==> config.mk <==
export PLATFORM = sky130hd
export DESIGN_NAME = rtc_core
export DESIGN_NICKNAME = d
export VERILOG_FILES = /design/src/rtl/rtc_core_pkg.sv /design/src/rtl/rtc_tick_div.sv /design/src/rtl/rtc_subsec.sv /design/src/rtl/rtc_wake.sv /design/src/rtl/rtc_core.sv
export SDC_FILE = /design/constraint.sdc
export NUM_CORES = 1
export LEC_CHECK = 0
export ABC_CLOCK_PERIOD_IN_PS = 3000
export BUFFER_PORTS_ARGS = -buffer_cell sky130_fd_sc_hd__buf_2
export CORE_AREA = 5 5 123 125
export DETAILED_ROUTE_END_ITERATION = 12
export DIE_AREA = 0 0 128 130
export HOLD_SLACK_MARGIN = 0.15
export PLACE_DENSITY = 0.9
export SLEW_MARGIN = 20
export SYNTH_ARGS = -nofsm -noshare
export SYNTH_HDL_FRONTEND = slang
export SYNTH_SLANG_ARGS = --single-unit
==> constraint.sdc <==
create_clock -name clk -period 3 [get_ports clk]
set_input_delay 0.9 -clock clk [delete_from_list [all_inputs] [get_ports clk]]
set_output_delay 0.9 -clock clk [all_outputs]
set_load 0.01 [all_outputs]
==> src/rtl/rtc_core_pkg.sv <==
package rtc_core_pkg;

  localparam int unsigned OFS_CTRL  = 'h00;
  localparam int unsigned OFS_MATCH = 'h04;
  localparam int unsigned OFS_SEC   = 'h08;
  localparam int unsigned OFS_WAKE  = 'h0C;
  localparam int unsigned OFS_SUB   = 'h10;

  localparam int unsigned B_SWRST = 0;
  localparam int unsigned B_AFLAG = 2;
  localparam int unsigned B_WFLAG = 3;
  localparam int unsigned B_ADPD  = 4;
  localparam int unsigned B_WDPD  = 5;
  localparam int unsigned B_KHZ   = 6;
  localparam int unsigned B_RUN   = 7;
  localparam int unsigned B_OPD   = 8;
  localparam int unsigned B_OBYP  = 9;
  localparam int unsigned B_SUBEN = 10;

  localparam int unsigned NUM_FLAGS = 2;
  localparam int unsigned FLAG_ALARM = 0;
  localparam int unsigned FLAG_WAKE  = 1;

  typedef struct packed {
    logic sub_en;
    logic osc_byp;
    logic osc_pd;
    logic run_en;
    logic khz_en;
    logic wake_dpd_en;
    logic alarm_dpd_en;
  } cfg_t;

  function automatic int unsigned flag_bit(input int unsigned idx);
    return (idx == FLAG_ALARM) ? B_AFLAG : B_WFLAG;
  endfunction

endpackage

==> src/rtl/rtc_tick_div.sv <==
module rtc_tick_div #(
  parameter int unsigned PRESCALE = 32768
) (
  input  logic clk,
  input  logic rst,
  input  logic clr,
  input  logic run,
  input  logic tick_in,
  output logic tick_out
);
  localparam int unsigned PS_W = (PRESCALE > 2) ? $clog2(PRESCALE) : 1;
  localparam logic [PS_W-1:0] LAST = PS_W'(PRESCALE - 1);

  logic [PS_W-1:0] cnt_q;

  // Phase restarts whenever the time base is stopped, so a fresh enable
  // waits a full PRESCALE ticks before its first one-second pulse.
  always_ff @(posedge clk) begin
    if (rst || clr || !run) begin
      cnt_q <= '0;
    end else if (tick_in) begin
      cnt_q <= (cnt_q == LAST) ? '0 : cnt_q + 1'b1;
    end
  end

  assign tick_out = run && tick_in && (cnt_q == LAST);

endmodule

==> src/rtl/rtc_subsec.sv <==
module rtc_subsec #(
  parameter int unsigned SUB_W = 15
) (
  input  logic             clk,
  input  logic             rst,
  input  logic             clr,
  input  logic             tick_fast,
  input  logic             tick_sec,
  output logic [SUB_W-1:0] cnt
);
  logic armed_q;
  logic [SUB_W-1:0] cnt_q;

  always_ff @(posedge clk) begin
    if (rst || clr) begin
      armed_q <= 1'b0;
      cnt_q   <= '0;
    end else if (tick_sec) begin
      armed_q <= 1'b1;
      cnt_q   <= '0;
    end else if (armed_q && tick_fast) begin
      cnt_q <= cnt_q + 1'b1;
    end
  end

  assign cnt = cnt_q;

endmodule

==> src/rtl/rtc_wake.sv <==
module rtc_wake #(
  parameter int unsigned WAKE_W = 16
) (
  input  logic              clk,
  input  logic              rst,
  input  logic              clr,
  input  logic              load,
  input  logic [WAKE_W-1:0] load_val,
  input  logic              step,
  output logic [WAKE_W-1:0] cnt,
  output logic              expire
);
  localparam logic [WAKE_W-1:0] ONE = WAKE_W'(1);

  logic [WAKE_W-1:0] cnt_q;

  always_ff @(posedge clk) begin
    if (rst || clr) begin
      cnt_q <= '0;
    end else if (load) begin
      cnt_q <= load_val;
    end else if (step && (cnt_q != '0)) begin
      cnt_q <= cnt_q - 1'b1;
    end
  end

  assign cnt    = cnt_q;
  assign expire = step && !load && !clr && (cnt_q == ONE);

endmodule

==> src/rtl/rtc_core.sv <==
module rtc_core
  import rtc_core_pkg::*;
#(
  parameter int unsigned ADDR_W   = 8,
  parameter int unsigned SEC_W    = 32,
  parameter int unsigned WAKE_W   = 16,
  parameter int unsigned SUB_W    = 15,
  parameter int unsigned PRESCALE = 32768
) (
  input  logic              clk,
  input  logic              rst,
  input  logic [ADDR_W-1:0] bus_addr,
  input  logic [31:0]       bus_wdata,
  input  logic              bus_we,
  input  logic              bus_re,
  output logic [31:0]       bus_rdata,
  input  logic              tick_32k,
  input  logic              tick_1k,
  output logic              alarm_irq,
  output logic              wake_irq,
  output logic              alarm_wake_dpd,
  output logic              timer_wake_dpd,
  output logic              osc_pd,
  output logic              osc_bypass
);
  localparam logic [ADDR_W-1:0] A_CTRL  = ADDR_W'(OFS_CTRL);
  localparam logic [ADDR_W-1:0] A_MATCH = ADDR_W'(OFS_MATCH);
  localparam logic [ADDR_W-1:0] A_SEC   = ADDR_W'(OFS_SEC);
  localparam logic [ADDR_W-1:0] A_WAKE  = ADDR_W'(OFS_WAKE);
  localparam logic [ADDR_W-1:0] A_SUB   = ADDR_W'(OFS_SUB);

  logic                 swrst_q;
  cfg_t                 cfg_q;
  logic [NUM_FLAGS-1:0] flag_q;
  logic [NUM_FLAGS-1:0] flag_set;
  logic [SEC_W-1:0]     sec_q;
  logic [SEC_W-1:0]     match_q;
  logic [WAKE_W-1:0]    wake_cnt;
  logic [SUB_W-1:0]     sub_cnt;
  logic                 tick_sec;
  logic                 wake_expire;

  // Write decode
  logic wr_ctrl, wr_match, wr_sec, wr_wake;
  assign wr_ctrl  = bus_we && (bus_addr == A_CTRL);
  assign wr_match = bus_we && (bus_addr == A_MATCH);
  assign wr_sec   = bus_we && (bus_addr == A_SEC);
  assign wr_wake  = bus_we && (bus_addr == A_WAKE);

  // Clears all state now: held soft reset, or a write that asserts it.
  logic soft_clr;
  assign soft_clr = swrst_q || (wr_ctrl && bus_wdata[B_SWRST]);

  // Control, match and seconds registers
  always_ff @(posedge clk) begin
    if (rst) begin
      swrst_q <= 1'b0;
      cfg_q   <= '0;
      sec_q   <= '0;
      match_q <= '0;
    end else if (soft_clr) begin
      // During soft reset only bit 0 of a control write is honoured.
      if (wr_ctrl) begin
        swrst_q <= bus_wdata[B_SWRST];
      end
      cfg_q   <= '0;
      sec_q   <= '0;
      match_q <= '0;
    end else begin
      if (wr_ctrl) begin
        cfg_q.alarm_dpd_en <= bus_wdata[B_ADPD];
        cfg_q.wake_dpd_en  <= bus_wdata[B_WDPD];
        cfg_q.khz_en       <= bus_wdata[B_KHZ];
        cfg_q.run_en       <= bus_wdata[B_RUN];
        cfg_q.osc_pd       <= bus_wdata[B_OPD];
        cfg_q.osc_byp      <= bus_wdata[B_OBYP];
        cfg_q.sub_en       <= bus_wdata[B_SUBEN] && bus_wdata[B_RUN] && cfg_q.run_en;
      end
      if (wr_match) begin
        match_q <= bus_wdata[SEC_W-1:0];
      end
      if (wr_sec && !cfg_q.run_en) begin
        sec_q <= bus_wdata[SEC_W-1:0];
      end else if (tick_sec) begin
        sec_q <= sec_q + 1'b1;
      end
    end
  end

  // Sticky write-one-to-clear flags; a set event wins over a clear.
  assign flag_set[FLAG_ALARM] = cfg_q.run_en && (sec_q == match_q);
  assign flag_set[FLAG_WAKE]  = wake_expire;

  for (genvar gi = 0; gi < NUM_FLAGS; gi++) begin : g_flag
    logic clr_ev;
    assign clr_ev = wr_ctrl && bus_wdata[flag_bit(gi)];
    always_ff @(posedge clk) begin
      if (rst || soft_clr) begin
        flag_q[gi] <= 1'b0;
      end else begin
        flag_q[gi] <= flag_set[gi] || (flag_q[gi] && !clr_ev);
      end
    end
  end

  // Time bases
  rtc_tick_div #(.PRESCALE(PRESCALE)) u_div (
    .clk      (clk),
    .rst      (rst),
    .clr      (soft_clr),
    .run      (cfg_q.run_en),
    .tick_in  (tick_32k),
    .tick_out (tick_sec)
  );

  rtc_subsec #(.SUB_W(SUB_W)) u_sub (
    .clk       (clk),
    .rst       (rst),
    .clr       (soft_clr || !cfg_q.sub_en),
    .tick_fast (tick_32k),
    .tick_sec  (tick_sec),
    .cnt       (sub_cnt)
  );

  rtc_wake #(.WAKE_W(WAKE_W)) u_wake (
    .clk      (clk),
    .rst      (rst),
    .clr      (soft_clr),
    .load     (wr_wake),
    .load_val (bus_wdata[WAKE_W-1:0]),
    .step     (tick_1k && cfg_q.run_en && cfg_q.khz_en),
    .cnt      (wake_cnt),
    .expire   (wake_expire)
  );

  // Registered read path
  logic [31:0] ctrl_view;
  always_comb begin
    ctrl_view          = '0;
    ctrl_view[B_SWRST] = swrst_q;
    ctrl_view[B_AFLAG] = flag_q[FLAG_ALARM];
    ctrl_view[B_WFLAG] = flag_q[FLAG_WAKE];
    ctrl_view[B_ADPD]  = cfg_q.alarm_dpd_en;
    ctrl_view[B_WDPD]  = cfg_q.wake_dpd_en;
    ctrl_view[B_KHZ]   = cfg_q.khz_en;
    ctrl_view[B_RUN]   = cfg_q.run_en;
    ctrl_view[B_OPD]   = cfg_q.osc_pd;
    ctrl_view[B_OBYP]  = cfg_q.osc_byp;
    ctrl_view[B_SUBEN] = cfg_q.sub_en;
  end

  always_ff @(posedge clk) begin
    if (rst) begin
      bus_rdata <= '0;
    end else if (bus_re) begin
      case (bus_addr)
        A_CTRL:  bus_rdata <= ctrl_view;
        A_MATCH: bus_rdata <= 32'(match_q);
        A_SEC:   bus_rdata <= 32'(sec_q);
        A_WAKE:  bus_rdata <= 32'(wake_cnt);
        A_SUB:   bus_rdata <= 32'(sub_cnt);
        default: bus_rdata <= '0;
      endcase
    end
  end

  // Outputs straight from flops (dpd outputs are an AND of two flops)
  assign alarm_irq      = flag_q[FLAG_ALARM];
  assign wake_irq       = flag_q[FLAG_WAKE];
  assign alarm_wake_dpd = flag_q[FLAG_ALARM] && cfg_q.alarm_dpd_en;
  assign timer_wake_dpd = flag_q[FLAG_WAKE] && cfg_q.wake_dpd_en;
  assign osc_pd         = cfg_q.osc_pd;
  assign osc_bypass     = cfg_q.osc_byp;

endmodule

==> flow_metrics.env <==
export IMPL_synth_top_area_share_pct=38.1
export IMPL_cp_start_kind="flop"
export IMPL_drcViolationCount=0
export IMPL_htree_levels=4
export IMPL_die_w_um=128
export IMPL_hpwlAfterDp_mm=17.5
export IMPL_clk_pin_slew_ps=60
export IMPL_timing_hold_ws_ps=465
export IMPL_area_growth_pct=15.4
export IMPL_end_kind="flop"
export IMPL_antenna_left=0
export IMPL_reg2reg_depth=7
export IMPL_fin_crit_sh_pct=82.8
export IMPL_initialDrtViolationCount=1341
export IMPL_hold_violations=0
export IMPL_nets=1111
export IMPL_tns_ps=0
export IMPL_setup_slack_ps=517
export IMPL_vias=8264
export IMPL_synth_edf_count=0
export IMPL_synth_common_cells="dfxtp_1, nand2_1, a21oi_1"
export IMPL_cts_inserted_buffers=17
export IMPL_synth_ff_type="dfxtp_1"
export IMPL_worstPathMaxFanout=8
export IMPL_postRouteWirelength_mm=25.5
export IMPL_synth_avg_cell_area_um2=8.07
export IMPL_diodes=0
export IMPL_syn_nets=1048
export IMPL_fp_coreArea_um2=13800
export IMPL_timing_critical_path_buf_inv=1
export IMPL_crit_reg2reg_launch="u_wake.cnt[0]"
export IMPL_worstSetupPathType="reg2reg"
export IMPL_max_freq_ghz=0.403
export IMPL_crit_chain="inv_1 -> ha_1 -> or3b_2 -> or4_4 -> and4b_1 -> xnor2_1 -> a21oi_1"
export IMPL_slowest_stage="or3b_2"
export IMPL_fillCellCount=1070
export IMPL_first_global_vias=7791
export IMPL_place_ws_ps=254
export IMPL_cts_sinks=153
export IMPL_yosys_area_top_type="dfxtp_1"
export IMPL_cp_required_ps=3310
export IMPL_cts_buffer_depth=2
export IMPL_drive_above_1_share_pct=16.8
export IMPL_ys_warn_count=0
export IMPL_netlist_area_um2=8040
export IMPL_min_path_type="reg2reg"
export IMPL_async_flop_share_pct=0
export IMPL_synth_seq_cells=153
export IMPL_tightest_slew_ps=708
export IMPL_finalPower_uw=4420
export IMPL_finalClockSkew_ps=6.41
export IMPL_period_needed_ps=2480
export IMPL_hold_path_startpoint="bus_rdata[15]"
export IMPL_worstSkewPairLatency_ps=440
export IMPL_drv_cap=0
export IMPL_io_buffers=83
export IMPL_run_status="finished, final reports clean"
export IMPL_slew_limit_headroom_pct=52.4
export IMPL_overflow=0
export IMPL_leakage_uw=0.00332
export IMPL_cts_root_buf="clkbuf_16"
export IMPL_setup_violations=0
export IMPL_cts_tree="built"
export IMPL_min_to="bus_rdata[15]"
export IMPL_synth_cell_types=67
export IMPL_globalplace_congestion=0.990
export IMPL_reg2reg_to="u_wake.cnt[7]"
export IMPL_grt_first_pass_wirelength_mm=40.8
export IMPL_critPathTopFamily="simple AND/OR/NAND/NOR gates"
export IMPL_path_depth=7
export IMPL_max_stage_delay_ps=510
export IMPL_drt_pass1_iterations=6
export IMPL_drv_slew=0
export IMPL_synth_most_common_cell="dfxtp_1"
export IMPL_ctsResizeCount=0
export IMPL_stdcell_count=1253
export IMPL_cts_setup_buffers=0
export IMPL_vdd_ir_drop_worst_v=0.000418
export IMPL_rsz0062_at_grt="no"
export IMPL_arrival_ps=2790
export IMPL_wl_per_cell_um=20.4
export IMPL_grt_use_total_pct=30.8
export IMPL_placedCellCount=1221
export IMPL_grt_max_degree=75
export IMPL_power_density_nw_per_um2=476
export IMPL_initial_core_util_pct=58.4
export IMPL_grt_antenna_before_repair=0
export IMPL_die_y_um=130
export IMPL_ys_top_cells_by_area="dfxtp_1, nand2_1, xor2_1"
export IMPL_dieArea_um2=16600
export IMPL_io_pins=84
export IMPL_routed_via_density=6.60
export IMPL_ctsHoldBuffers=0
export IMPL_num_rows=43
export IMPL_syn_inst=997
export IMPL_seq_area_frac_synth_pct=38.1
export IMPL_min_path_cells=2
export IMPL_r2r_slack_ps=520
cells in the final DEF, fill, tap and decap left out, drive strengths merged, types with 4 or more instances in the layout:
master,count
a22oi,36
o2bb2ai,7
xor2,61
xnor2,11
nand4,20
and3,14
o21ai,44
ha,5
nor3,25
clkbuf,21
clkinvlp,5
a21oi,92
a22o,10
nor4,22
nor2,68
or3,10
o211ai,7
nor2b,10
nand3,44
mux2,8
buf,115
a31oi,11
dfxtp,153
and4,6
and2,9
nand4b,4
a211oi,5
mux4,10
inv,28
or4,8
a32oi,8
nand2,151
nand2b,4
how the worst max path moves through the flow:
| stage | startpoint | end |
|---|---|---|
| 5_1_grt | u_wake.cnt[0] | u_wake.cnt[7] |
| 2_1_floorplan | bus_addr[2] | match_q[12] |
| 4_1_cts | u_wake.cnt[0] | u_wake.cnt[7] |
| 3_5_place_dp | bus_addr[5] | sec_q[13] |
| 6_report | u_wake.cnt[0] | u_wake.cnt[7] |
| 3_3_place_gp | bus_addr[5] | sec_q[23] |
worst reg2reg max path, cell delays in order (launching register included):
cell,delay (ps)
dfxtp_1,380
inv_1,100
ha_1,360
or3b_2,510
or4_4,490
and4b_1,240
xnor2_1,180
a21oi_1,100
layout make-up:
type                            count  area, um^2  area share [%]
Clock inverter                     11         146            1.58
Sequential cell                   153        3060            33.0
Multi-Input combinational cell    745        4590            49.4
Tap cell                          180         225            2.43
Inverter                           28         105            1.13
Clock buffer                       21         460            4.96
Timing Repair Buffer              115         693            7.47
state kept, by name (all words and copies together), names as in the netlist, 5 cells and up:
name and flops:
cfg_q 5, match_q 32, bus_rdata 32, u_sub.cnt 15, u_div.cnt_q 15, u_wake.cnt 16, sec_q 32
routing by layer:
layer	vias up	GRT usage [%]	share of wire (%)	wire length [um]
met2	606	47.6	45	11400
met5	-	0	0	0
met4	0	15.9	5.1	1310
met3	141	9.01	12	3140
li1	3700	-	-	-
met1	3817	39.4	38	9670
cells by family after synthesis:
kind of cell	count (synthesis)	synth area share [%]
AO/OA/AOI/OAI	242	19.0
XOR/XNOR	72	7.84
adder cells (fa/ha/maj)	5	0.778
buffers and inverters	99	5.02
flip-flops	153	38.1
multiplexers	19	4.04
AND/OR/NAND/NOR	407	25.2
where the power goes:
part | internal, uW | total [uW] | switching (uW)
Sequential | 2030 | 2040 | 2.70
Clock | 1350 | 2220 | 870
Combinational | 53.1 | 164 | 111
through the flow:
step           utilization, %  instance area, um^2
6_report                 67.4                 9280
5_1_grt                  67.4                 9280
4_1_cts                  67.4                 9280
3_5_place_dp             63.0                 8670
3_3_place_gp             63.0                 8670
2_1_floorplan               -                 8040
Power figures use the tool's default switching activity.
